--- config.mk ---
export PLATFORM = sky130hd
export DESIGN_NAME = iq_frontend
export DESIGN_NICKNAME = d
export VERILOG_FILES = /design/src/rtl/iqfe_pkg.sv /design/src/rtl/iqfe_demux.sv /design/src/rtl/iqfe_coef.sv /design/src/rtl/iqfe_rotate.sv /design/src/rtl/iq_frontend.sv
export SDC_FILE = /design/constraint.sdc
export NUM_CORES = 2
export LEC_CHECK = 0
export CAP_MARGIN = 30
export CORE_MARGIN = 10
export CORE_UTILIZATION = 25
export CTS_BUF_LIST = sky130_fd_sc_hd__clkbuf_2
export CTS_CLUSTER_SIZE = 30
export DETAILED_ROUTE_END_ITERATION = 12
export HOLD_SLACK_MARGIN = 0.1
export PLACE_DENSITY = 0.51
export SLEW_MARGIN = 30
export SYNTH_ARGS = -nofsm -noshare
export SYNTH_HDL_FRONTEND = slang
export SYNTH_SLANG_ARGS = --single-unit
--- constraint.sdc ---
create_clock -name clk -period 12.1 [get_ports clk]
set_input_delay 3.025 -clock clk [delete_from_list [all_inputs] [get_ports clk]]
set_output_delay 3.025 -clock clk [all_outputs]
set_load 0.01 [all_outputs]
--- src/rtl/iqfe_pkg.sv ---
package iqfe_pkg;

    localparam int SMP_W_DEF  = 14;
    localparam int COEF_W_DEF = 16;
    localparam int FRAC_DEF   = 14;
    localparam int OUT_W_DEF  = 16;

    // Position of a sample inside its group of four
    typedef enum logic [1:0] {
        PH_IP = 2'd0,
        PH_QP = 2'd1,
        PH_IN = 2'd2,
        PH_QN = 2'd3
    } phase_e;

    typedef enum logic {
        SEL_COS = 1'b0,
        SEL_SIN = 1'b1
    } coef_sel_e;

    function automatic phase_e phase_step(input phase_e p);
        case (p)
            PH_IP:   return PH_QP;
            PH_QP:   return PH_IN;
            PH_IN:   return PH_QN;
            default: return PH_IP;
        endcase
    endfunction

    function automatic logic phase_is_q(input phase_e p);
        return (p == PH_QP) || (p == PH_QN);
    endfunction

    function automatic logic phase_negates(input phase_e p);
        return (p == PH_IN) || (p == PH_QN);
    endfunction

endpackage

--- src/rtl/iqfe_demux.sv ---
module iqfe_demux
    import iqfe_pkg::*;
#(
    parameter int SMP_W = SMP_W_DEF
) (
    input  logic                    clk,
    input  logic                    rst,
    input  logic signed [SMP_W-1:0] smp_i,
    input  logic                    smp_vld_i,
    input  logic                    sync_i,
    output logic                    grp_start_o,
    output logic                    pair_vld_o,
    output logic signed [SMP_W-1:0] pair_i_o,
    output logic signed [SMP_W-1:0] pair_q_o
);

    localparam logic signed [SMP_W-1:0] S_MIN = {1'b1, {(SMP_W-1){1'b0}}};
    localparam logic signed [SMP_W-1:0] S_MAX = {1'b0, {(SMP_W-1){1'b1}}};

    phase_e                  ph_q;
    phase_e                  ph_eff;
    logic signed [SMP_W-1:0] neg_smp;
    logic signed [SMP_W-1:0] cond_smp;
    logic signed [SMP_W-1:0] hold_q;

    always_comb begin
        ph_eff      = sync_i ? PH_IP : ph_q;
        neg_smp     = (smp_i == S_MIN) ? S_MAX : -smp_i;
        cond_smp    = phase_negates(ph_eff) ? neg_smp : smp_i;
        grp_start_o = smp_vld_i && (ph_eff == PH_IP);
    end

    always_ff @(posedge clk) begin
        if (rst) begin
            ph_q       <= PH_IP;
            hold_q     <= '0;
            pair_vld_o <= 1'b0;
            pair_i_o   <= '0;
            pair_q_o   <= '0;
        end else begin
            pair_vld_o <= 1'b0;
            if (smp_vld_i) begin
                ph_q <= phase_step(ph_eff);
                if (phase_is_q(ph_eff)) begin
                    pair_i_o   <= hold_q;
                    pair_q_o   <= cond_smp;
                    pair_vld_o <= 1'b1;
                end else begin
                    hold_q <= cond_smp;
                end
            end else if (sync_i) begin
                ph_q <= PH_IP;
            end
        end
    end

endmodule

--- src/rtl/iqfe_coef.sv ---
module iqfe_coef
    import iqfe_pkg::*;
#(
    parameter int COEF_W = COEF_W_DEF,
    parameter int FRAC   = FRAC_DEF
) (
    input  logic                     clk,
    input  logic                     rst,
    input  logic                     we_i,
    input  logic                     sel_i,
    input  logic [COEF_W-1:0]        data_i,
    input  logic                     load_i,
    output logic signed [COEF_W-1:0] cos_o,
    output logic signed [COEF_W-1:0] sin_o
);

    localparam logic signed [COEF_W-1:0] UNITY = COEF_W'(longint'(1) << FRAC);

    logic signed [COEF_W-1:0] shd_cos;
    logic signed [COEF_W-1:0] shd_sin;
    coef_sel_e                sel;

    assign sel = coef_sel_e'(sel_i);

    // Shadow pair: software side
    always_ff @(posedge clk) begin
        if (rst) begin
            shd_cos <= UNITY;
            shd_sin <= '0;
        end else if (we_i) begin
            case (sel)
                SEL_COS: shd_cos <= $signed(data_i);
                default: shd_sin <= $signed(data_i);
            endcase
        end
    end

    // Active pair: copied only at a group boundary
    always_ff @(posedge clk) begin
        if (rst) begin
            cos_o <= UNITY;
            sin_o <= '0;
        end else if (load_i) begin
            cos_o <= shd_cos;
            sin_o <= shd_sin;
        end
    end

endmodule

--- src/rtl/iqfe_rotate.sv ---
module iqfe_rotate
    import iqfe_pkg::*;
#(
    parameter int IN_W   = SMP_W_DEF,
    parameter int COEF_W = COEF_W_DEF,
    parameter int FRAC   = FRAC_DEF,
    parameter int OUT_W  = OUT_W_DEF
) (
    input  logic                     clk,
    input  logic                     rst,
    input  logic                     in_vld_i,
    input  logic signed [IN_W-1:0]   in_i_i,
    input  logic signed [IN_W-1:0]   in_q_i,
    input  logic signed [COEF_W-1:0] cos_i,
    input  logic signed [COEF_W-1:0] sin_i,
    output logic                     out_vld_o,
    output logic signed [OUT_W-1:0]  out_i_o,
    output logic signed [OUT_W-1:0]  out_q_o
);

    localparam int PROD_W = IN_W + COEF_W;
    localparam int SUM_W  = PROD_W + 1;
    localparam int EXT_W  = SUM_W + 1;

    localparam logic signed [EXT_W-1:0] HALF = EXT_W'(longint'(1) << (FRAC-1));
    localparam logic signed [EXT_W-1:0] OMAX = EXT_W'((longint'(1) << (OUT_W-1)) - 1);
    localparam logic signed [EXT_W-1:0] OMIN = -OMAX - EXT_W'(1);

    function automatic logic signed [PROD_W-1:0] smul(
        input logic signed [IN_W-1:0]   a,
        input logic signed [COEF_W-1:0] b
    );
        return $signed({{COEF_W{a[IN_W-1]}}, a}) * $signed({{IN_W{b[COEF_W-1]}}, b});
    endfunction

    function automatic logic signed [SUM_W-1:0] sext(input logic signed [PROD_W-1:0] p);
        return $signed({p[PROD_W-1], p});
    endfunction

    function automatic logic signed [OUT_W-1:0] rnd_sat(input logic signed [SUM_W-1:0] v);
        logic signed [EXT_W-1:0] r;
        r = $signed({v[SUM_W-1], v}) + HALF;
        r = r >>> FRAC;
        if (r > OMAX)      return OMAX[OUT_W-1:0];
        else if (r < OMIN) return OMIN[OUT_W-1:0];
        else               return r[OUT_W-1:0];
    endfunction

    logic                     v1, v2;
    logic signed [PROD_W-1:0] p_ic, p_qs, p_is, p_qc;
    logic signed [SUM_W-1:0]  s_i, s_q;

    always_ff @(posedge clk) begin
        if (rst) begin
            v1        <= 1'b0;
            v2        <= 1'b0;
            out_vld_o <= 1'b0;
            p_ic      <= '0;
            p_qs      <= '0;
            p_is      <= '0;
            p_qc      <= '0;
            s_i       <= '0;
            s_q       <= '0;
            out_i_o   <= '0;
            out_q_o   <= '0;
        end else begin
            v1        <= in_vld_i;
            v2        <= v1;
            out_vld_o <= v2;
            // Stage 1: four products
            if (in_vld_i) begin
                p_ic <= smul(in_i_i, cos_i);
                p_qs <= smul(in_q_i, sin_i);
                p_is <= smul(in_i_i, sin_i);
                p_qc <= smul(in_q_i, cos_i);
            end
            // Stage 2: matrix sums at full precision
            if (v1) begin
                s_i <= sext(p_ic) - sext(p_qs);
                s_q <= sext(p_is) + sext(p_qc);
            end
            // Stage 3: round and clamp
            if (v2) begin
                out_i_o <= rnd_sat(s_i);
                out_q_o <= rnd_sat(s_q);
            end
        end
    end

endmodule

--- src/rtl/iq_frontend.sv ---
module iq_frontend
    import iqfe_pkg::*;
#(
    parameter int SMP_W  = SMP_W_DEF,
    parameter int COEF_W = COEF_W_DEF,
    parameter int FRAC   = FRAC_DEF,
    parameter int OUT_W  = OUT_W_DEF
) (
    input  logic                    clk,
    input  logic                    rst,
    input  logic signed [SMP_W-1:0] smp_i,
    input  logic                    smp_vld_i,
    input  logic                    sync_i,
    input  logic                    cfg_we_i,
    input  logic                    cfg_sel_i,
    input  logic [COEF_W-1:0]       cfg_data_i,
    output logic signed [OUT_W-1:0] i_o,
    output logic signed [OUT_W-1:0] q_o,
    output logic                    iq_vld_o
);

    logic                     grp_start;
    logic                     pair_vld;
    logic signed [SMP_W-1:0]  pair_i;
    logic signed [SMP_W-1:0]  pair_q;
    logic signed [COEF_W-1:0] cos_act;
    logic signed [COEF_W-1:0] sin_act;

    iqfe_demux #(.SMP_W(SMP_W)) u_demux (
        .clk         (clk),
        .rst         (rst),
        .smp_i       (smp_i),
        .smp_vld_i   (smp_vld_i),
        .sync_i      (sync_i),
        .grp_start_o (grp_start),
        .pair_vld_o  (pair_vld),
        .pair_i_o    (pair_i),
        .pair_q_o    (pair_q)
    );

    iqfe_coef #(.COEF_W(COEF_W), .FRAC(FRAC)) u_coef (
        .clk    (clk),
        .rst    (rst),
        .we_i   (cfg_we_i),
        .sel_i  (cfg_sel_i),
        .data_i (cfg_data_i),
        .load_i (grp_start),
        .cos_o  (cos_act),
        .sin_o  (sin_act)
    );

    iqfe_rotate #(
        .IN_W   (SMP_W),
        .COEF_W (COEF_W),
        .FRAC   (FRAC),
        .OUT_W  (OUT_W)
    ) u_rot (
        .clk       (clk),
        .rst       (rst),
        .in_vld_i  (pair_vld),
        .in_i_i    (pair_i),
        .in_q_i    (pair_q),
        .cos_i     (cos_act),
        .sin_i     (sin_act),
        .out_vld_o (iq_vld_o),
        .out_i_o   (i_o),
        .out_q_o   (q_o)
    );

endmodule

**Word level (Yosys, flattened, before mapping)**

Index checks and enable logic that the tools add are counted.

- Register bits after elaboration: 326
- Input port bits: 36
- Output and inout port bits: 33

- Add/subtract/negate cells: 5
- Multipliers: 4
- $lt $le $gt $ge: 4
- Equal/unequal tests: 4
- Multiplexer cells: 10
- Bitwise operators: 3
- Reduce and logical (&&, ||, !) cells: 9

Operator list:

| operator | count |
|---|---|
| 14-bit by 16-bit multiplier with 30-bit output | 4 |
| 31-bit by 15-bit adder with 32-bit output, second input constant | 2 |
| 16-bit two-way mux | 4 |
| 18-bit by 16-bit > comparator with 1-bit output, second input constant | 2 |
| 18-bit by 16-bit less-than comparator with 1-bit output, second input constant | 2 |
| 30-bit by 30-bit adder with 31-bit output | 1 |
| 30-bit by 30-bit subtractor with 31-bit output | 1 |
| 14-bit two-way mux | 2 |
| 14-bit == test, second input constant | 1 |
| 14-bit negation | 1 |
| 2-bit AND reduction | 4 |
| 2-bit case mux with 3 select lines | 1 |
| 2-bit == test, second input constant | 2 |
| 2-bit two-way mux | 2 |
| 1-bit NOT | 3 |
| 2-bit by 1-bit == test with 1-bit output, second input constant | 1 |
| 2-bit zero test | 1 |
| 1-bit logical OR | 2 |
| 2-bit OR reduction | 1 |
| 1-bit logical AND | 1 |
| 1-bit two-way mux | 1 |

**Longest topological paths before layout**

- Depth after elaboration: 5
- Mapped depth: 23

**Hierarchy**

From an unflattened synthesis, not the netlist that was laid out.

- Cell total of the unflattened synthesis: 5,240
- Area total of the unflattened synthesis: 47,212.8 um^2

By module, submodules not included:

| module | times used | cells each | area an instance (um^2) | seq. area each (um^2) |
|---|---|---|---|---|
| iqfe_rotate | 1 | 4,791 | 42,701.0 | 3,823.7 |
| iqfe_coef | 1 | 228 | 2,477.4 | 1,281.2 |
| iqfe_demux | 1 | 221 | 2,034.5 | 900.9 |

**Least setup slack after synthesis**

Ideal clock, no wire load.

- Path type: register to register
- From: register u_coef.sin_o[15]
- To: register u_rot.p_is[29]
- Library setup time: 86 ps
- Arrival time: 6,205 ps
- Data required time: 12,014 ps
- Path slack: 5,809 ps
- Cell stages (with the launch flop): 22
- Buffers on the path: 2
- Cell sequence: dfxtp_1 clkbuf_1 clkbuf_1 nand2_1 fa_1 fa_1 inv_1 fa_1 fa_1 fa_1 inv_1 fa_1 inv_1 ha_1 a21o_1 a21o_1 a21oi_1 o21ai_0 a2111oi_1 o31ai_2 xnor2_1 a211oi_1

- Word-level cells in the longest chain between the ends: 1

RTL lines:

| item | line | text |
|---|---|---|
| from (decl) | iqfe_coef.sv:14 | `output logic signed [COEF_W-1:0] sin_o` |
| from (signal assigned) | iqfe_coef.sv:45 | `sin_o <= shd_sin;` |
| 14-bit by 16-bit multiplier with 30-bit output | iqfe_rotate.sv:33 | `return $signed({{COEF_W{a[IN_W-1]}}, a}) * $signed({{IN_W{b[COEF_W-1]}}, b});` |
| to (signal assigned) | iqfe_rotate.sv:74 | `p_is <= smul(in_i_i, sin_i);` |
| to (decl) | iqfe_rotate.sv:50 | `logic signed [PROD_W-1:0] p_ic, p_qs, p_is, p_qc;` |

No other way between the ends.
A chain may end at the register's enable or synchronous reset.

**Worst setup path after layout**

- From: register u_demux.pair_q_o[13]
- To: register u_rot.p_qc[29]

- Word-level cells in the longest chain between the ends: 1

RTL lines:

| item | line | text |
|---|---|---|
| from (decl) | iqfe_demux.sv:14 | `output logic signed [SMP_W-1:0] pair_q_o` |
| from (signal assigned) | iqfe_demux.sv:46 | `pair_q_o <= cond_smp;` |
| 14-bit by 16-bit multiplier with 30-bit output | iqfe_rotate.sv:33 |  |
| to (signal assigned) | iqfe_rotate.sv:75 | `p_qc <= smul(in_q_i, cos_i);` |
| to (decl) | iqfe_rotate.sv:50 |  |

No other way between the ends.

==> flow_summary.toml <==
[outcome]
status = "complete, no violations"

[timing]
clock.fmax_mhz = 130.4
relSlewSlack = 0.3154
period_share = 0.6337
fin_tns_setup_ps = 0
hold_violations = 0
worst-slew-pin-transition_ps = 1027
skew_ps = 118.4
drv_slew = 0
layout_min_cycle_time_ps = 7667
grt_setup_unrepaired = "false"
finalSetupViolCount = 0

[pwr]
pwr_density_cell_nw_per_um2 = 41.84
seqPwrFrac = 0.475
power_leakage_uw = 0.02447
pwr-share-comb = 0.154
power.switching_uw = 767.1
swShare = 0.3554
p_int_uw = 1392
ir_drop_uv = 57.06
clkPwrFrac = 0.371

[setup_path]
crit_chain = "clkinv_1, fa_1, fa_1, inv_1, fa_1, fa_1, fa_1, inv_1, fa_1, inv_1, ha_1, o21a_1, o21ai_0, nor2_1, a221oi_4, o21ai_1, o41ai_1, mux2i_1, a21oi_1"
crit_family = "adder cells"
critPathMaxFanout = 14
critical_path_buf_inv_count = 4
crit_path_start_kind = "flip-flop"
worstPathArrival_ps = 8880
endpoint_kind = "flip-flop"
slowest_delay_ps = 830
crit_top_cell = "fa_1"
slowest_stage = "clkinv_1"
critPathKind = "flip-flop to flip-flop"
required_ps = 13320

[drt]
first_pass_iters = 7
viasPerCell = 4.509
via_count = 35750
drcViolationCount = 0
wl_per_cell_um = 17.63
wl_um = 139800
first_iter_violations = 1924
antenna_left = 0

[layout]
fin_nets = 6629
num-fill-cells = 20360
area_delta_synth_final_pct = 8.774
seqCellArea_um2 = 6028
final_util = 0.2741
multiInputGateArea_um2 = 36500
drive_gt1_frac = 0.04658
layout.cells.non_filler = 7929

[die]
die_w_um = 455.6
core_um2 = 188200
fp-row-count = 159
die-area_um2 = 207500
die_h_um = 455.6
initial_core_util = 0.2520
ioPinCount = 69

[global_route]
grt_usage = 0.1333
first_global_vias = 38090
antenna_found_initial = 12
grt_start_max_net_pins = 162
grt_pass1_wl_um = 220200
gr-total-overflow = 0

[synth]
seq_area_frac_synth = 0.1266
synth_fp_nets = 6673
synthAdderAreaFrac = 0.4615
syn-cell-area_um2 = 47430
yosys.area_share.simple = 0.1702
synthMuxAreaShare = 0.01688
syn_inst = 5413
synth_xor_area_frac = 0.03065
synthArstFlopShare = 0
synth_compound_area_frac = 0.08919
yosys_warnings = 0
avgSynthCellArea_um2 = 8.762
synth_edf_count = 0
synth_flop_cell = "dfxtp_1"
ys_seq_elements = 300
synth_top_family_by_area = "adder cells"
synth_cell_types = 85

[clock_network]
clockBufferDepth = 3
clk_pin_slew_worst_paths_ps = 100
cts_buffers = 90
clock_sinks = 300
postCtsSetupRepairBufs = 0
cts.repair.resized = 0
cts_tree = "yes"
cts-root-buf = "clkbuf_2"
postCtsHoldBufs = 0
htreeDepth = 3
worstSkewPairLatency_ps = 1350

[placed_design]
port_buffers = 68
hpwlAfterDp_um = 106100
place_congestion = 0.8483
dp.cells = 7771

[hold_path]
hp-class = "flip-flop to flip-flop"

[run]
drv_cap = 0
## power groups by stage
stage	logic [uW]	registers, uW	clock network (uW)
2_1_floorplan	217	1040	0
3_3_place_gp	331	1050	0
3_5_place_dp	335	1050	0
4_1_cts	335	1030	852
5_1_grt	371	1030	888
6_report	333	1030	800
## final timing paths
| path | start | end | slack [ps] | cells past startpoint |
|---|---|---|---|---|
| worst min register to register | u_coef.shd_cos[10] | u_coef.cos_o[10] | 450 | 2 |
| worst min-delay path | u_coef.shd_cos[10] | u_coef.cos_o[10] | 450 | 2 |
| worst max register to register | u_demux.pair_q_o[13] | u_rot.p_qc[29] | 4430 | 19 |
| worst max-delay path | u_demux.pair_q_o[13] | u_rot.p_qc[29] | 4430 | 19 |
## cells in the mapped netlist (all sizes together) (20+ instances only)
master  instances  area share
inv          1046       0.083
fa            876        0.37
nand2         650       0.051
and2          471       0.062
ha            348       0.092
nor2          313       0.025
dfxtp         300        0.13
clkbuf        255       0.020
a21oi         195       0.021
xnor2         132       0.024
o21ai         114       0.012
a211oi         80       0.013
mux2i          80       0.017
a21o           62      0.0098
nand3          60      0.0063
nor3           42      0.0044
nand2b         34      0.0045
xor2           34      0.0063
o211ai         23      0.0036
nand4          22      0.0029
and3           21      0.0028
o21a           20      0.0032
## final cells by class
class	instances	area share
repair buffers	138	0.02411
clock inverters	34	0.003007
flip-flops and latches	300	0.1168
well taps	2495	0.06051
inverters	1049	0.07632
clock buffers	120	0.01164
multi-input cells	3790	0.7074
diodes	3	0.0001455
## metal layers
layer	wire [um]	GRT usage	up-vias	share of wire
met5	92	0	-	0.00066
met1	60360	0.1631	18160	0.43
met4	4275	0.04642	12	0.031
met2	68930	0.2376	727	0.49
met3	6132	0.01921	242	0.044
li1	-	-	16610	-
## tightest hold or removal path, stage by stage, from the launching register on
cell and delay [ps]:
dfxtp_1 320, nand2_1 50, a21oi_1 50
## cells in the final DEF (no fill, tap or decap), types with 18 or more instances in the layout
master	n
fa_1	876
inv_1	1045
and2_1	470
nand2b_1	34
nand2_1	649
a21oi_1	193
nand3_1	60
xnor2_1	132
nor3_1	42
o211ai_1	23
clkdlybuf4s50_1	67
and3_1	21
or3_1	18
o21a_1	19
a211oi_1	79
o21bai_1	19
a21o_1	62
xor2_1	34
ha_1	346
o21ai_0	109
buf_4	68
nand4_1	22
clkinv_1	24
mux2i_1	80
dfxtp_1	284
clkbuf_2	120
nor2_1	312
## cell families (layout without fill, tap and decap cells)
family / after synthesis / in the layout
compound gates: 633 / 633
xor+xnor: 166 / 166
fa+ha+maj: 1224 / 1224
buf+inv: 1323 / 1341
flops: 300 / 300
mux: 80 / 80
other cells: 0 / 3
simple gates: 1687 / 1687
## flip-flops by register name, summed over array words and instances, names as in the netlist
register	count
u_coef.shd_cos	16
u_rot.v1	1
u_rot.p_is	30
u_rot.p_qs	30
u_demux.ph_q	2
u_rot.p_qc	30
u_demux.pair_q_o	14
u_rot.out_q_o	16
u_coef.shd_sin	16
u_coef.cos_o	16
u_rot.out_i_o	16
u_coef.sin_o	16
u_rot.v2	1
u_demux.hold_q	14
u_demux.pair_i_o	14
u_rot.s_i	18
u_rot.p_ic	30
u_demux.pair_vld_o	1
u_rot.out_vld_o	1
u_rot.s_q	18
## stage by stage
stage | power (uW) | setup WS, ps | cell area (um^2) | hold WS (ps)
final | 2159 | 4433 | 51590 | 445.8
after global routing | 2287 | 4117 | 51590 | 438.9
after CTS | 2214 | 4528 | 51540 | 453.4
after detailed placement | 1384 | 4543 | 50780 | 436.9
after global placement | 1379 | 4576 | 50770 | 438.0
after floorplan | 1252 | 5809 | 47430 | 425.0
No activity file was read; power rests on OpenSTA's default activity.
